### config.mk
export PLATFORM = sky130hd
export DESIGN_NAME = line_burst_reader
export DESIGN_NICKNAME = d
export VERILOG_FILES = /design/src/rtl/lbr_pkg.sv /design/src/rtl/lbr_sequencer.sv /design/src/rtl/lbr_addr_gen.sv /design/src/rtl/lbr_capture.sv /design/src/rtl/line_burst_reader.sv
export SDC_FILE = /design/constraint.sdc
export NUM_CORES = 1
export LEC_CHECK = 0
export ABC_AREA = 1
export BUFFER_PORTS_ARGS = -buffer_cell sky130_fd_sc_hd__buf_4
export CAP_MARGIN = 25
export CORE_MARGIN = 2
export CORE_UTILIZATION = 25
export DETAILED_ROUTE_END_ITERATION = 10
export SLEW_MARGIN = 20
export SYNTH_ARGS = -nofsm -noshare
export SYNTH_HDL_FRONTEND = slang
export SYNTH_SLANG_ARGS = --single-unit
### constraint.sdc
create_clock -name clk -period 2.1 [get_ports clk]
set_clock_uncertainty 0.05 [all_clocks]
set_input_delay 0.21 -clock clk [delete_from_list [all_inputs] [get_ports clk]]
set_output_delay 0.21 -clock clk [all_outputs]
set_load 0.01 [all_outputs]
### src/rtl/lbr_pkg.sv
package lbr_pkg;

  // Phases of one line fetch
  typedef enum logic [1:0] {
    PH_IDLE  = 2'd0,
    PH_START = 2'd1,
    PH_BEAT  = 2'd2,
    PH_HOLD  = 2'd3
  } lbr_phase_e;

  // Width of a counter that must reach n-1 (at least one bit)
  function automatic int cnt_width(input int n);
    return (n > 1) ? $clog2(n) : 1;
  endfunction

endpackage

### src/rtl/lbr_sequencer.sv
module lbr_sequencer
  import lbr_pkg::*;
#(
  parameter int LINE_BEATS = 4,
  parameter int HOLD_CYC   = 2,   // must be >= 1
  localparam int OFF_W  = cnt_width(LINE_BEATS),
  localparam int HOLD_W = cnt_width(HOLD_CYC)
) (
  input  logic             clk,
  input  logic             rst,
  input  logic             req_i,
  input  logic             ack_i,
  output logic [OFF_W-1:0] beat_o,
  output logic             accept_o,
  output logic             take_o,
  output logic             last_o,
  output logic             end_o,
  output logic             start_o,
  output logic             busy_o,
  output logic             strobe_o,
  output logic             sel_o,
  output logic             done_o
);

  localparam logic [OFF_W-1:0]  LAST_BEAT = OFF_W'(LINE_BEATS - 1);
  localparam logic [HOLD_W-1:0] LAST_HOLD = HOLD_W'(HOLD_CYC - 1);

  lbr_phase_e        ph_q, ph_d;
  logic [OFF_W-1:0]  beat_q;
  logic [HOLD_W-1:0] hold_q;
  logic              start_q, busy_q, strobe_q, sel_q, done_q;

  always_comb begin
    accept_o = (ph_q == PH_IDLE) && req_i;
    take_o   = (ph_q == PH_BEAT) && ack_i;
    last_o   = take_o && (beat_q == LAST_BEAT);
    end_o    = (ph_q == PH_HOLD) && (hold_q == LAST_HOLD);
  end

  always_comb begin
    ph_d = ph_q;
    unique case (ph_q)
      PH_IDLE:  if (accept_o) ph_d = PH_START;
      PH_START: ph_d = PH_BEAT;
      PH_BEAT:  if (last_o) ph_d = PH_HOLD;
      PH_HOLD:  if (end_o) ph_d = PH_IDLE;
      default:  ph_d = PH_IDLE;
    endcase
  end

  always_ff @(posedge clk) begin
    if (rst) begin
      ph_q     <= PH_IDLE;
      beat_q   <= '0;
      hold_q   <= '0;
      start_q  <= 1'b0;
      busy_q   <= 1'b0;
      strobe_q <= 1'b0;
      sel_q    <= 1'b0;
      done_q   <= 1'b0;
    end else begin
      ph_q    <= ph_d;
      start_q <= accept_o;
      done_q  <= end_o;
      if (accept_o)
        beat_q <= '0;
      else if (take_o && !last_o)
        beat_q <= beat_q + OFF_W'(1);
      if (last_o)
        hold_q <= '0;
      else if (ph_q == PH_HOLD)
        hold_q <= hold_q + HOLD_W'(1);
      if (accept_o)
        busy_q <= 1'b1;
      else if (end_o)
        busy_q <= 1'b0;
      if (ph_q == PH_START) begin
        strobe_q <= 1'b1;
        sel_q    <= 1'b1;
      end else if (last_o) begin
        strobe_q <= 1'b0;
        sel_q    <= 1'b0;
      end
    end
  end

  assign beat_o   = beat_q;
  assign start_o  = start_q;
  assign busy_o   = busy_q;
  assign strobe_o = strobe_q;
  assign sel_o    = sel_q;
  assign done_o   = done_q;

endmodule

### src/rtl/lbr_addr_gen.sv
module lbr_addr_gen #(
  parameter int ADDR_W = 32,
  parameter int OFF_W  = 2
) (
  input  logic              clk,
  input  logic              rst,
  input  logic              accept_i,
  input  logic [ADDR_W-1:0] req_addr_i,
  input  logic              req_step_i,
  input  logic              take_i,
  input  logic              last_i,
  input  logic              end_i,
  input  logic [OFF_W-1:0]  beat_i,
  output logic [OFF_W-1:0]  beat_off_o,
  output logic              step_mode_o,
  output logic [ADDR_W-1:0] addr_o
);

  localparam int LO = OFF_W + 2;   // first bit of the line base

  logic [ADDR_W-1:0] addr_q;
  logic [OFF_W-1:0]  start_off_q;
  logic              step_q;
  logic [OFF_W-1:0]  next_off;

  // Offset wraps naturally in OFF_W bits
  assign beat_off_o = start_off_q + beat_i;
  assign next_off   = start_off_q + beat_i + OFF_W'(1);

  always_ff @(posedge clk) begin
    if (rst) begin
      addr_q      <= '0;
      start_off_q <= '0;
      step_q      <= 1'b0;
    end else if (accept_i) begin
      addr_q      <= req_addr_i & ~ADDR_W'(3);
      start_off_q <= req_addr_i[LO-1:2];
      step_q      <= req_step_i;
    end else if (end_i) begin
      addr_q <= '0;
    end else if (take_i && !last_i && step_q) begin
      addr_q <= {addr_q[ADDR_W-1:LO], next_off, 2'b00};
    end
  end

  assign addr_o      = addr_q;
  assign step_mode_o = step_q;

endmodule

### src/rtl/lbr_capture.sv
module lbr_capture #(
  parameter int DATA_W = 32,
  parameter int OFF_W  = 2
) (
  input  logic              clk,
  input  logic              rst,
  input  logic              take_i,
  input  logic [DATA_W-1:0] data_i,
  input  logic [OFF_W-1:0]  off_i,
  output logic              valid_o,
  output logic [DATA_W-1:0] data_o,
  output logic [OFF_W-1:0]  off_o
);

  logic              valid_q;
  logic [DATA_W-1:0] data_q;
  logic [OFF_W-1:0]  off_q;

  always_ff @(posedge clk) begin
    if (rst) begin
      valid_q <= 1'b0;
      data_q  <= '0;
      off_q   <= '0;
    end else begin
      valid_q <= take_i;
      if (take_i) begin
        data_q <= data_i;
        off_q  <= off_i;
      end
    end
  end

  assign valid_o = valid_q;
  assign data_o  = data_q;
  assign off_o   = off_q;

endmodule

### src/rtl/line_burst_reader.sv
module line_burst_reader
  import lbr_pkg::*;
#(
  parameter int ADDR_W     = 32,
  parameter int DATA_W     = 32,
  parameter int LINE_BEATS = 4,
  parameter int HOLD_CYC   = 2,
  localparam int OFF_W = cnt_width(LINE_BEATS)
) (
  input  logic              clk,
  input  logic              rst,
  input  logic              req_i,
  input  logic [ADDR_W-1:0] req_addr_i,
  input  logic              req_step_addr_i,
  input  logic              bus_ack_i,
  input  logic [DATA_W-1:0] bus_data_i,
  output logic              bus_start_o,
  output logic              bus_busy_o,
  output logic              bus_strobe_o,
  output logic              bus_sel_o,
  output logic [ADDR_W-1:0] bus_addr_o,
  output logic              rd_valid_o,
  output logic [DATA_W-1:0] rd_data_o,
  output logic [OFF_W-1:0]  rd_off_o,
  output logic              done_o
);

  logic [OFF_W-1:0] beat_idx;
  logic [OFF_W-1:0] beat_off;
  logic             accept, take, last, burst_end;
  logic             step_mode;

  lbr_sequencer #(
    .LINE_BEATS(LINE_BEATS),
    .HOLD_CYC  (HOLD_CYC)
  ) u_seq (
    .clk     (clk),
    .rst     (rst),
    .req_i   (req_i),
    .ack_i   (bus_ack_i),
    .beat_o  (beat_idx),
    .accept_o(accept),
    .take_o  (take),
    .last_o  (last),
    .end_o   (burst_end),
    .start_o (bus_start_o),
    .busy_o  (bus_busy_o),
    .strobe_o(bus_strobe_o),
    .sel_o   (bus_sel_o),
    .done_o  (done_o)
  );

  lbr_addr_gen #(
    .ADDR_W(ADDR_W),
    .OFF_W (OFF_W)
  ) u_addr (
    .clk        (clk),
    .rst        (rst),
    .accept_i   (accept),
    .req_addr_i (req_addr_i),
    .req_step_i (req_step_addr_i),
    .take_i     (take),
    .last_i     (last),
    .end_i      (burst_end),
    .beat_i     (beat_idx),
    .beat_off_o (beat_off),
    .step_mode_o(step_mode),
    .addr_o     (bus_addr_o)
  );

  lbr_capture #(
    .DATA_W(DATA_W),
    .OFF_W (OFF_W)
  ) u_cap (
    .clk    (clk),
    .rst    (rst),
    .take_i (take),
    .data_i (bus_data_i),
    .off_i  (beat_off),
    .valid_o(rd_valid_o),
    .data_o (rd_data_o),
    .off_o  (rd_off_o)
  );

endmodule

# After elaboration in Yosys (flattened, before gate mapping)
# Index checks and enable logic that the tools add are counted.
[word_totals] regBits=77 latch_bits=0 ramBits=0 rom_bits=0 inputBits=69 out_inout_bits=72 word_cells=50 memories=0
[op_classes] addsub=4 n_mul=0 n_div=0 order_cmp=0 eq_ne=7 shifts=0 mux=11 n_bitwise=0 reduce_logical=14
[ops] operator="32-bit 2-to-1 mux" n=2
[ops] operator="2-bit one-hot mux with 4 select lines" n=1
[ops] operator="2-bit == test (second input constant)" n=3
[ops] operator="1-bit logical AND" n=6
[ops] operator="2-bit 2-to-1 mux" n=3
[ops] operator="2-bit by 1-bit adder with 2-bit output (second input constant)" n=2
[ops] operator="1-bit 2-to-1 mux" n=4
[ops] operator="4-bit 2-to-1 mux" n=1
[ops] operator="2-bit inequality test (second input constant)" n=2
[ops] operator="2-bit nonzero test" n=2
[ops] operator="2-bit OR reduction" n=2
[ops] operator="3-bit AND reduction" n=1
[ops] operator="3-bit nonzero test" n=1
[ops] operator="2-bit adder" n=1
[ops] operator="2-bit by 1-bit == test with 1-bit output (second input constant)" n=1
[ops] operator="2-bit logical NOT" n=1
[ops] operator="2-bit by 1-bit inequality test with 1-bit output (second input constant)" n=1
[ops] operator="1-bit adder (second input constant)" n=1
[ops] operator="1-bit logical NOT" n=1

# Longest topological paths before layout
# Gate-level depths: netlist (run 1).
[logic_depth] word_depth=9 depth_mapped=10 mapped_depth_nobuf=10

# Cells and area by module
# From an unflattened synthesis (run 1), not the netlist that was laid out.
[unflattened] hier_cells=455 area_unflattened_um2=3204.3
[by_module_without_submodules] mod="lbr_capture" instances=1 cells_per_inst=219 area_per_inst_um2=1423.9 seq_area_each_um2=700.7
[by_module_without_submodules] mod="lbr_addr_gen" instances=1 cells_per_inst=172 area_per_inst_um2=1307.5 seq_area_each_um2=660.6
[by_module_without_submodules] mod="lbr_sequencer" instances=1 cells_per_inst=64 area_per_inst_um2=473.0 seq_area_each_um2=180.2

# Least setup slack after synthesis (run 1)
# No wires, ideal clock.
[synth_timing] kind="flip-flop to flip-flop" startpoint="register u_seq.ph_q[0]" endpoint="register u_addr.addr_q[3], in the netlist u_addr.addr_o[3]" t_arrival_ns=1.237 t_required_ns=1.941 setup_slack_ns=0.704 path_stages_with_launch=11 path_buffers=0 synth_period_minus_slack_ns=1.396 path_cell_list="dfxtp_1 -> inv_1 -> ha_1 -> nand2_2 -> nand2_2 -> inv_1 -> nand2_1 -> o21ai_0 -> inv_1 -> nand2_1 -> inv_1"
[synth_via] elab_chain_len=7
[synth_rtl] element="from (decl)" line_no="lbr_sequencer.sv:28" rtl="lbr_phase_e ph_q, ph_d;"
[synth_rtl] element="from (signal assigned)" line_no="lbr_sequencer.sv:62" rtl="ph_q <= ph_d;"
[synth_rtl] element="2-bit == test" line_no="lbr_sequencer.sv:35" rtl="take_o = (ph_q == PH_BEAT) && ack_i;"
[synth_rtl] element="1-bit logical AND" line_no="lbr_sequencer.sv:35"
[synth_rtl] element="1-bit logical AND" line_no="lbr_sequencer.sv:36" rtl="last_o = take_o && (beat_q == LAST_BEAT);"
[synth_rtl] element="1-bit logical NOT" line_no="lbr_addr_gen.sv:41" rtl="end else if (take_i && !last_i && step_q) begin"
[synth_rtl] element="1-bit logical AND (2 in series)" line_no="lbr_addr_gen.sv:41"
[synth_rtl] element="3-bit nonzero test (no line)"
[synth_rtl] element="to (signal assigned)" line_no="lbr_addr_gen.sv:36" rtl="addr_q <= req_addr_i & ~ADDR_W'(3);"
[synth_rtl] element="to (signal assigned)" line_no="lbr_addr_gen.sv:42" rtl="addr_q <= {addr_q[ADDR_W-1:LO], next_off, 2'b00};"
[synth_rtl] element="to (decl)" line_no="lbr_addr_gen.sv:21" rtl="logic [ADDR_W-1:0] addr_q;"
# Parallel ways exist; a longest one is shown, timed or not. The select of a mux whose other input is x is not followed.
# A chain may end at the register's enable or synchronous reset.

# Worst setup path in the final report (run 1)
# Same ends and word-level chain as after synthesis.

==> results of run 1 <==
area by class of cell:
class                           instances  share of cell area [%]
Sequential cell                        77                    35.5
Multi-Input combinational cell        257                    27.2
Timing Repair Buffer                  142                    24.6
Clock buffer                           12                    5.68
Tap cell                              143                    4.13
Inverter                               19                    1.76
Clock inverter                          4                    1.10
registers in the layout, indices dropped and copies added, names as in the netlist:
register	count
u_cap.valid_o	1
u_addr.addr_o	30
u_seq.strobe_o	1
u_addr.start_off_q	2
u_addr.step_mode_o	1
u_seq.beat_o	2
u_seq.busy_o	1
u_seq.start_o	1
u_seq.ph_q	2
u_cap.data_o	32
u_cap.off_o	2
u_seq.done_o	1
u_seq.hold_q	1
worst max path at each step:
stage	slack (ns)	start	cells past startpoint	end
final	0.35	u_seq.ph_q[0]	10	u_addr.addr_o[3]
after global routing	0.13	u_seq.ph_q[0]	10	u_addr.addr_o[3]
after CTS	0.31	u_seq.ph_q[0]	10	u_addr.addr_o[3]
after detailed placement	0.32	u_seq.ph_q[0]	10	u_addr.addr_o[3]
after global placement	0.39	u_seq.ph_q[0]	10	u_addr.addr_o[3]
after floorplan	0.70	u_seq.ph_q[0]	10	u_addr.addr_o[3]
cell usage after synthesis (all sizes together):
cell,n,share of area (%)
clkbuf,7,0.90
inv,19,2.6
ha,7,3.0
nand3,7,1.2
nor2,76,9.9
dfxtp,77,53
a21oi,8,1.5
nand2,81,11
or2,2,0.43
conb,1,0.13
o21ai,70,12
a211oi,1,0.26
buf,15,3.3
nand4,1,0.21
o211ai,1,0.26
a21boi,1,0.26
cells in the final DEF (no fill, tap or decap), drive strengths merged:
master    instances
a211oi            1
a21boi            1
a21oi             8
buf             142
bufinv            1
clkbuf           12
clkinv            2
clkinvlp          1
conb              2
dfxtp            77
ha                7
inv              19
nand2            81
nand3             7
nand4             1
nor2             76
o211ai            1
o21ai            70
or2               2
per-layer routing:
metal	track usage (%)	up-vias	routed length, um
li1	-	1449	-
met1	13.3	1244	3230
met2	19.7	109	3330
met3	5.61	13	746
met4	6.42	0	169
met5	0	-	0
cells by family after synthesis:
logic type | synth area share, %
buffers and inverters | 6.83
and+or+nand+nor | 22.8
other | 0.129
AOI/OAI and AO/OA | 14.3
DFF | 52.9
adders and majority gates | 3.01
per-stage QoR:
stage	hold WS, ns	cells	utilization, %
6_report	0.0252	654	38.0
5_1_grt	0.0129	654	38.0
4_1_cts	0.00483	654	38.0
3_5_place_dp	0.363	638	35.4
3_3_place_gp	0.355	638	35.4
2_1_floorplan	0.229	375	-
power by group through the flow:
stage | sequential [mW] | clock, mW | combinational (mW)
2_1_floorplan | 2.03 | 0 | 0.718
3_3_place_gp | 1.92 | 0 | 1.43
3_5_place_dp | 1.93 | 0 | 1.46
4_1_cts | 1.91 | 1.58 | 1.46
5_1_grt | 1.94 | 1.65 | 1.63
6_report | 1.90 | 1.51 | 1.43
critical path: cells and delay by family, from the launching register on:
| kind | cells | cell delay (ns) |
|---|---|---|
| fa+ha+maj | 1 | 0.23 |
| simple gates | 4 | 0.49 |
| buf+inv | 4 | 0.33 |
| compound gates | 1 | 0.15 |
| flops | 1 | 0.38 |
==> flow_summary.yaml, run 1 <==
floorplan:
  die_area_sq_um: 12500
  start_util_pct: 25.5
  die_h_um: 112
  fp.dieW_um: 112
  fp-row-count: 39
  core_sq_um: 11400
  ios: 141
grt:
  grtUsageTotal_pct: 12.1
  grt_max_degree: 42
  antenna_found_initial: 0
  grt.overflow.total: 0
  grt_pass1_wl_um: 12200
  first_global_vias: 2735
cells_and_area:
  regArea_sq_um: 1540
  multi_input_area_sq_um: 1180
  nFillCells: 1192
  n_antenna_cell: 0
  fin_nets: 582
  drive_above_1_share_pct: 32.5
  stdcell_area_sq_um: 4340
  synthToLayoutAreaGrowth_pct: 48.8
power:
  p_int_mw: 3.35
  finalPower_mw: 4.85
  pwr-share-clk_pct: 31.2
  combPwrFrac_pct: 29.5
  ir_worst_vdd_uv: 470
  pwr-share-seq_pct: 39.3
  power.density_nw_per_um2: 1120
  leakage_nw: 1.98
  switchingPower_mw: 1.50
  swShare_pct: 30.9
logic_synthesis:
  syn-cell-area_sq_um: 2910
  yosys_warnings: 0
  yosys_register_bits: 77
  yosysSeqAreaShare_pct: 52.9
  avgSynthCellArea_sq_um: 7.79
  syn_inst: 374
  synth_cell_types: 26
sta:
  max_freq_mhz: 570
  slew_viol_final: 0
  finalCriticalPeriod_ns: 1.75
  fin_crit_sh_pct: 83.5
  tns_ns: 0
  setup_viol: 0
  hold_viol_final: 0
  rsz0062_at_grt: "false"
  setup_ws_ns: 0.347
worst_setup_path:
  path_class: "reg -> reg"
  worstPathArrival_ns: 1.93
  path_cells: "inv_1, ha_1, nand2_2, nand2_2, inv_1, nand2_1, o21ai_0, inv_1, nand2_1, inv_1"
  cpMaxStageDelayCell: "dfxtp_1"
  slowest_delay_ns: 0.38
  cp_max_fo: 15
  worstSetupEndpointType: "flip-flop"
  worst-r2r-setup-slack_ns: 0.35
  regToRegStartpoint: "u_seq.ph_q[0]"
  required_ns: 2.28
  r2r_cells: 10
  r2r-end: "u_addr.addr_o[3]"
  crit_path_frequent_cell: "inv_1"
  critPathLaunchType: "flip-flop"
clocking:
  cts_made_buffers: 9
  cts-resized-gates: 0
  hold_buffers: 0
  clkLatencyLatePin_ns: 0.33
  cts_setup_buffers: 0
  h-tree-depth: 3
  clock-sinks: 77
  clockBufferDepth: 2
  path_clk_slew_ns: 0.06
  root_buffer: "clkbuf_16"
  cts_tree: "done"
place:
  io_buffers: 136
  place_area_sq_um: 4040
  routabilityCongestion: 0.725
  dpl.hpwl_um: 5420
  dp_slack_ns: 0.317
routing:
  viasPerCell: 4.30
  wl_per_cell_um: 11.4
  via_count: 2815
  drc: 0
  wl_um: 7480
  drtPass1Iterations: 4
  antenna_left: 0
  drt_iter0_drc: 111
hold_path:
  hold_path_class: "in -> reg"
  hp-start: "req_step_addr_i"
  worstHoldEndpoint: "u_addr.step_mode_o"
  whs_path_depth: 3
run:
  maxCapViolCount: 0
outcome:
  outcome: "finished clean"
No activity file was read; power rests on OpenSTA's default activity.
==> inputs of run 2 (changes only) <==
==> constraint.sdc (replaced) <==
create_clock -name clk -period 1.8 [get_ports clk]
set_clock_uncertainty 0.05 [all_clocks]
set_input_delay 0.18 -clock clk [delete_from_list [all_inputs] [get_ports clk]]
set_output_delay 0.18 -clock clk [all_outputs]
set_load 0.01 [all_outputs]
==> run 2 against run 1 <==
  * Cell area grew 6.1%
  * Critical endpoint unchanged
  * Utilization grew 2.3 points
  * Highest routed layer unchanged
  * Sequential power grew 17%
  * Total power grew 16%
  * Fmax grew 12%
  * Combinational power grew 22%
  * Register-to-register slack lost 0.11 ns
  * Critical path type unchanged
  * Wire length grew 6.8%
  * Largest power group unchanged
  * Via count grew 2.9%
  * Clock power grew 11%
==> flow_summary.yaml, run 2 (synthesis gave the netlist of run 1 again) <==
outcome:
  outcome: "finished clean"
clocking:
  cts_made_buffers: 9
  cts_setup_buffers: 0
  path_clk_slew_ns: 0.06
  clockBufferDepth: 2
  root_buffer: "clkbuf_16"
  clock-sinks: 77
  cts_tree: "done"
  h-tree-depth: 3
  clkLatencyLatePin_ns: 0.33
routing:
  drtPass1Iterations: 4
  wl_per_cell_um: 11.7
  wl_um: 7990
  viasPerCell: 4.25
  drc: 0
  via_count: 2897
  drt_iter0_drc: 112
  antenna_left: 0
place:
  dp.cells: 641
  io_buffers: 136
  place_area_sq_um: 4070
  dpl.hpwl_um: 5490
  routabilityCongestion: 0.740
power:
  leakage_nw: 2.09
  power.density_nw_per_um2: 1230
  ir_worst_vdd_uv: 585
sta:
  whs_ns: 0.0145
  finalCriticalPeriod_ns: 1.56
  setup_viol: 0
  max_freq_mhz: 641
  slew_viol_final: 0
  rsz0062_at_grt: "false"
  fin_crit_sh_pct: 86.6
  hold_viol_final: 0
  tns_ns: 0
cells_and_area:
  mostFrequentLayoutCells: "buf_4 (144), nand2_1 (77), dfxtp_1 (76)"
  largest_register_ff_count: 32
  final_util_pct: 40.3
  drive_above_1_share_pct: 31.7
  final_common_cell: "buf_4"
  stdcell_area_sq_um: 4600
  n_antenna_cell: 0
  synthToLayoutAreaGrowth_pct: 57.8
  stdcell_count: 682
  fin_nets: 610
run:
  maxCapViolCount: 0
grt:
  grt_pass1_wl_um: 13300
  grtUsageTotal_pct: 13.0
  grt.overflow.total: 0
  first_global_vias: 2830
  antenna_found_initial: 0
  grt_max_degree: 33
floorplan:
  ios: 141
  die_area_sq_um: 12500
  die_h_um: 112
  fp-row-count: 39
  core_sq_um: 11400
  start_util_pct: 25.5
  fp.dieW_um: 112
worst_setup_path:
  required_ns: 1.98
  critPathLaunchType: "flip-flop"
  worstPathArrival_ns: 1.74
  worstSetupEndpointType: "flip-flop"
  cp_max_fo: 7
  path_class: "reg -> reg"
hold_path:
  hold_path_class: "in -> reg"
[run 2: cell count changes in the layout (fill, tap and decap cells not counted), sizes merged]
cell	before	now
buf	142	145
bufinv	1	0
clkinv	2	3
dlygate4sd3	0	25
[run 2: cell type report]
class                           instances  area (sq um)
Clock buffer                           12           256
Clock inverter                          4          22.5
Fill cell                            1160          6820
Inverter                               19          76.3
Multi-Input combinational cell        257          1180
Sequential cell                        77          1540
Tap cell                              143           179
Timing Repair Buffer                  170          1340
[run 2: worst max-delay path: stages, from the launching register on]
cell	delay [ns]
dfxtp_1	0.37
inv_1	0.10
ha_1	0.21
nand2_2	0.15
nand2_2	0.12
inv_1	0.10
nand2_1	0.07
o21ai_0	0.15
inv_1	0.05
nand2_1	0.06
inv_1	0.03
[run 2: where the power goes]
part	internal, mW	leakage (nW)	switching (mW)
clock network	1.00	0.138	0.672
logic	0.816	1.33	0.927
registers	2.04	0.630	0.179
total	3.86	2.09	1.78
[run 2: routing by layer]
| metal | global-route usage [%] | wire length (um) | part of all wire (%) | vias to the layer above |
|---|---|---|---|---|
| met1 | 15.4 | 3400 | 43 | 1277 |
| met2 | 21.2 | 3710 | 46 | 101 |
| met3 | 5.12 | 713 | 8.9 | 11 |
| met5 | 0 | 0 | 0 | - |
| met4 | 5.53 | 163 | 2.0 | 0 |
| li1 | - | - | - | 1508 |
[run 2: timing repair]
action                                  4_1_cts  5_1_grt
gates resized for setup                       0        2
hold endpoints to repair                     25        0
hold buffers                                 25        0
endpoints found under the setup margin        0       16
[run 2: worst paths after layout]
path | from | end | slack [ns] | cells after the start
max | u_seq.ph_q[1] | u_addr.addr_o[3] | 0.24 | 10
max reg2reg | u_seq.ph_q[1] | u_addr.addr_o[3] | 0.24 | 10
min | req_addr_i[29] | u_addr.addr_o[29] | 0.01 | 3
min reg2reg | u_addr.addr_o[29] | u_addr.addr_o[29] | 0.41 | 2
[run 2: stage by stage]
step / power (mW) / setup slack (ns)
after floorplan: 3.20 / 0.404
after global placement: 3.93 / 0.236
after detailed placement: 3.97 / 0.199
after CTS: 5.74 / 0.174
after global routing: 6.07 / 0.0618
final: 5.64 / 0.241
